## src/rtl/ddc_mode_ctrl.sv

```systemverilog
module ddc_mode_ctrl #(
  parameter int TIMEOUT = 128
) (
  input  logic       clk,
  input  logic       rst_n,
  input  logic       scl_sync,
  input  logic       vclk_rise,
  input  logic       ctrl_match,
  output logic [1:0] mode,
  output logic       stream_en,
  output logic       slave_en,
  output logic       stream_restart
);
  localparam int CW = $clog2(TIMEOUT + 1);
  localparam logic [CW-1:0] LIMIT = CW'(TIMEOUT);
  localparam logic [CW-1:0] CMAX = '1;
  localparam logic [1:0] M_TX = 2'b00, M_TR = 2'b01, M_BI = 2'b10;

  logic          scl_q;
  logic [CW-1:0] cnt;
  logic [CW-1:0] cnt_inc;
  logic          fall;
  logic          count_en;

  assign fall     = scl_q & ~scl_sync;
  assign count_en = vclk_rise & scl_sync;
  assign cnt_inc  = (cnt == CMAX) ? cnt : cnt + 1'b1;

  always_ff @(posedge clk or negedge rst_n) begin
    if (!rst_n) begin
      scl_q          <= 1'b1;
      mode           <= M_TX;
      cnt            <= '0;
      stream_restart <= 1'b0;
    end else begin
      scl_q          <= scl_sync;
      stream_restart <= 1'b0;
      unique case (mode)
        M_TX: if (fall) begin
          mode <= M_TR;
          cnt  <= '0;
        end
        M_TR: begin
          if (ctrl_match) begin
            mode <= M_BI;
          end else if (fall) begin
            cnt <= '0;
          end else if (count_en) begin
            cnt <= cnt_inc;
            if (cnt_inc == LIMIT) begin
              mode           <= M_TX;
              stream_restart <= 1'b1;
            end
          end
        end
        default: mode <= M_BI;
      endcase
    end
  end

  assign stream_en = (mode == M_TX);
  assign slave_en  = (mode != M_TX);


  bidir_lock_chk: assert property (@(posedge clk) disable iff (!rst_n)
    mode == M_BI |=> mode == M_BI);


  tx_hold_chk: assert property (@(posedge clk) disable iff (!rst_n)
    (mode == M_TX && !fall) |=> mode == M_TX);


  tx_enter_chk: assert property (@(posedge clk) disable iff (!rst_n)
    (mode == M_TX && fall) |=> (mode == M_TR && cnt == '0));


  cnt_clear_chk: assert property (@(posedge clk) disable iff (!rst_n)
    (mode == M_TR && fall && !ctrl_match) |=> cnt == '0);


  cnt_limit_chk: assert property (@(posedge clk) disable iff (!rst_n)
    cnt <= LIMIT);


  restart_src_chk: assert property (@(posedge clk) disable iff (!rst_n)
    $rose(stream_restart) |-> (mode == M_TX && $past(mode) == M_TR));
endmodule

```

## config.mk

```make
export PLATFORM = sky130hd
export DESIGN_NAME = ddc_mode_ctrl
export DESIGN_NICKNAME = d
export VERILOG_FILES = /design/src/rtl/ddc_mode_ctrl.sv
export SDC_FILE = /design/constraint.sdc
export NUM_CORES = 1
export LEC_CHECK = 0
export ABC_AREA = 1
export BUFFER_PORTS_ARGS = -buffer_cell sky130_fd_sc_hd__buf_2
export CAP_MARGIN = 5
export CORE_UTILIZATION = 30
export CTS_CLUSTER_DIAMETER = 40
export DETAILED_ROUTE_END_ITERATION = 10
export GPL_ROUTABILITY_DRIVEN = 0
export HOLD_SLACK_MARGIN = 0.02
export PLACE_DENSITY = 0.54
export SLEW_MARGIN = 20
export SYNTH_ARGS = -nofsm -noshare
export SYNTH_HDL_FRONTEND = slang
export SYNTH_SLANG_ARGS = --single-unit
```

## constraint.sdc

```tcl
create_clock -name clk -period 1.9 [get_ports clk]
set_input_delay 0.285 -clock clk [delete_from_list [all_inputs] [get_ports clk]]
set_output_delay 0.285 -clock clk [all_outputs]
set_load 0.1 [all_outputs]
```

# [Yosys cells after proc, flatten, opt, wreduce, memory -nomap -nowiden]
# Index checks and enable logic that the tools add are counted.
[op_classes] bitwise=3 n_addsub=1 muxes=17 n_eq_ne=9 reduce_logical=5
[ops] cell="$mux 8" n=5
[ops] cell="$eq 8x8->1 const B" n=2
[ops] cell="$pmux 8 s2" n=1
[ops] cell="$ne 3x3->1 const B" n=4
[ops] cell="$mux 2" n=5
[ops] cell="$add 8x1->8 const B" n=1
[ops] cell="$reduce_and 4->1" n=2
[ops] cell="$mux 1" n=5
[ops] cell="$pmux 2 s2" n=1
[ops] cell="$reduce_bool 2->1" n=2
[ops] cell="$and 1x1->1" n=2
[ops] cell="$eq 2x1->1 const B" n=1
[ops] cell="$logic_not 2->1" n=1
[ops] cell="$ne 2x1->1 const B" n=1
[ops] cell="$ne 2x2->1 const B" n=1
[ops] cell="$not 1->1" n=1
[word_totals] word_cells=39 regBits=12

# [Depth between registers and ports, before layout]
[logic_depth] word_depth=8 depth_mapped=11

# [Least setup slack after synthesis]
# Ideal clock, no wire load.
[synth_timing] kind="register to register" start="reg mode[0]" end="reg mode[0]" required_ns=1.832 t_arrival_ns=3.146 setup_ns=0.068 setup_slack_ns=-1.314 stages_incl_launch_ff=6 period_less_slack_ns=3.214 path_buffers=0 path_cell_list="dfrtp_1 > nor2_2 > inv_1 > o22ai_1 > nand3_2 > nand2_2"
[synth_between] elab_chain_cells=3 word_cells_on_any_way=8 cone_classes="5 x eq/ne; 1 x mux; 2 x reduce/logical"
[synth_rtl] element="start: declaration" line="9" source="output logic [1:0] mode,"
[synth_rtl] element="start signal: assignment" line="32" source="mode <= M_TX;"
[synth_rtl] element="start signal: assignment" line="40" source="mode <= M_TR;"
[synth_rtl] element="start signal: assignment" line="45" source="mode <= M_BI;"
[synth_rtl] element="$logic_not 2->1 *"
[synth_rtl] element="via stream_en" line="10" source="output logic stream_en,"
[synth_rtl] element="$ne 2x1->1 (no line)"
[synth_rtl] element="$reduce_and 4->1 (no line)"
# Mark *: on every way through the listed nets, which the timed path passes. The rest lies on a longest branch.
# A chain may end at the register's enable or synchronous reset.

# [Worst setup path after layout]
[layout_timing] start="reg mode[1]" end="out stream_en"
[layout_between] elab_chain_cells=1
[layout_rtl] element="$logic_not 2->1" line="61" source="assign stream_en = (mode == M_TX);"
[layout_rtl] element="end: declaration" line="10"
# No other way between the ends.

==> key figures <==
Placed design
  – IO Port Bufs: 9
  – DP Cell Count: 143
  – Dpl ws: 0.261 ns
  – HPWL after detailed placement: 1310 um

Timing
  – Max-slew violations: 0
  – Max-slew headroom: 0.678
  – Tmin final: 1.73 ns
  – Final setup vio count: 0
  – Final Skew: 0.00200 ns
  – Slack of the critical path: 0.168 ns
  – Actual slew at the worst max-slew pin: ~0.49 ns
  – Final hold violations: 0
  – RSZ-0062 raised after global routing: false
  – Peak Freq: 577 MHz
  – Tcrit/Tclk final: 0.912

Layout
  – Ratio of cells with drive above 1 in the final layout: 0.297
  – FF/Latch Area: 309 um2
  – # diodes: 0
  – Fillers: 282
  – Post-layout nets: around 130
  – Layout area overhead: 17.7%
  – Area of the multi-input gates: 419 um2
  – Non-Filler Instances: 148

Global routing
  – Largest net degree at the start of global routing: 13
  – First-pass GRT wire length: 2960 um
  – Vias in the first global route: slightly below 700
  – Total GRT Usage: 0.150
  – Global route overflow: 0
  – Antenna violations before repair: 0

Detailed routing
  – DRC Markers: 0
  – Detailed Route Iter0 Violations: 11
  – Post-route ant nets: 0
  – Routed len/inst: 11.9 um
  – Wirelength, routed: 1770 um
  – First drt pass iteration count: 4
  – Vias: 711
  – Via density: between 4 and 5

Critical path
  – Crit path to: stream_en
  – CP startpoint: mode[1]$_DFFE_PN0P_
  – Worst r2r src: cnt[0]$_DFFE_PN0P_
  – Max FO, Critical Path: 6
  – WP data arrival: 1.45 ns
  – Crit path kind: flip-flop to output port
  – WP data required: roughly 1.6 ns
  – RR Endpoint: mode[0]$_DFFE_PN0P_
  – Setup crit end kind: output port
  – Reg2Reg Setup Slack: 0.26 ns
  – Worst-case reg-to-reg path depth: 10
  – Startpoint types: flip-flop

Clock tree
  – CTS tree: done
  – Clock transition at path regs: ~0.09 ns
  – Post CTS Setup Buffer Count: 0
  – Clk_lat worst skew: 0.28 ns
  – Root Buffer: clkbuf_4
  – Clk buf depth: 2
  – H-tree depth: 1
  – Post_cts resized: 0
  – Clk sinks: 12
  – Cts bufs inserted: 3

Logic synthesis
  – Synth Register Bits: 12
  – Post-synth ARST share: 1.00
  – Top cell type's share of synthesized area: 0.348
  – Synth Cell Area: 792 um2
  – Ys Warns: 0
  – Number of synthesized flops with an enable pin: 0
  – Top cells by area, synth: dfrtp_1 35%, nand2_1 11%, inv_1 7.6%
  – Top cells by count, synth: 24 x nand2_1, 16 x inv_1, 11 x dfrtp_1, 9 x nor2_1, 9 x o22ai_1
  – Mapped Avg Cell Area: 7.54 um2
  – Post-Syn Instances: 105
  – Main synth FF type: dfrtp_1
  – Netlist cell types: 22
  – Synth Net Count: 111
  – Sequential element share of the synthesized area: 0.381
  – Top-count cell post-synth: nand2_1
  – Area leader, netlist: dfrtp_1

Floorplan
  – Die width: 53.4 um
  – CORE AREA: 2480 um2
  – Top-Level Pins: 10
  – Starting Density: 0.320
  – Row cnt: 18
  – Die extent in y: 53.4 um
  – Die area: approximately 2800 um2

Power
  – Pwr/cell area: between 1000 and 1500 nW/um2
  – Maximum VDD drop: 1.66 mV
  – Static Leak: 0.412 nW

Min path
  – Type of the most critical hold path: primary input to flip-flop

Flow run
  – Max-Cap Viols: 0

Status
  – Status: finished clean
## routing by layer
layer,track usage,routed length (um),vias to the layer above
li1,-,-,367
met1,0.184,859,325
met2,0.248,820,15
met3,0.0603,77,4
met4,0.0263,9,0
met5,0,0,-
## final cells by class
type | count | area share
inverters | 19 | 0.0805
repair buffers | 10 | 0.0591
clock buffers | 4 | 0.0389
well taps | 30 | 0.0403
multi-input cells | 73 | 0.450
flip-flops and latches | 12 | 0.332
## critical path: stages (launching register included)
cell and delay (ns):
dfrtp_4 0.51, nor2_4 0.19, buf_2 0.46
## cell usage in the layout, fill, tap and decap left out, types with 2 or more instances in the layout
master and instances:
nand2_1 24, inv_1 15, nor2_1 9, dfrtp_1 9
buf_2 9, o22ai_1 8, nand3_1 7, nor2_4 3
inv_2 3, nor2_2 3, nand2_2 3, nand3_2 3
nand4_1 3, clkbuf_4 3, o21ai_1 2, dfrtp_4 2
## metrics by stage
stage	area [um2]	utilization	TNS (ns)	power (W)	hold slack (ns)
2_1_floorplan	815	-	-1.17	0.000908	-0.0106
3_3_place_gp	886	0.358	0	0.00101	0.187
3_5_place_dp	886	0.358	0	0.00101	0.192
4_1_cts	932	0.376	0	0.00123	0.106
5_1_grt	932	0.376	0	0.00129	0.107
6_report	932	0.376	0	0.00122	0.108
## cells by family after synthesis
kind of cell    share of synthesized area
simple gates                        0.368
compound gates                      0.120
flops                               0.381
buf+inv                             0.104
xor+xnor                           0.0111
fa+ha+maj                          0.0158
## worst min-delay path by stage
stage / startpoint / to / slack [ns] / cells after the start
finish: scl_sync / scl_q$_DFF_PN1_ / 0.11 / 1
global route: scl_sync / scl_q$_DFF_PN1_ / 0.11 / 1
CTS: scl_sync / scl_q$_DFF_PN1_ / 0.11 / 1
detailed placement: rst_n / cnt[3]$_DFFE_PN0P_ / 0.19 / 1
global placement: rst_n / cnt[3]$_DFFE_PN0P_ / 0.19 / 1
floorplan: rst_n / cnt[0]$_DFFE_PN0P_ / -0.01 / 0
## state kept, by name (all words and copies together), names as in the netlist
name	flops
cnt	8
stream_restart	1
mode	2
scl_q	1
## power breakdown
group | switching (W) | internal [W] | total (W)
registers | 0.0000494 | 0.000302 | 0.000351
clock network | 0.000104 | 0.000117 | 0.000221
logic | 0.000531 | 0.000120 | 0.000651
total | 0.000684 | 0.000538 | 0.00122
## repair_timing
| action | CTS | global route |
|---|---|---|
| hold endpoints to repair | 11 | 0 |
| hold buffers | 1 | 0 |
| endpoints found under the setup margin | 0 | 0 |
Note: power is estimated with default switching activity, not from simulation.
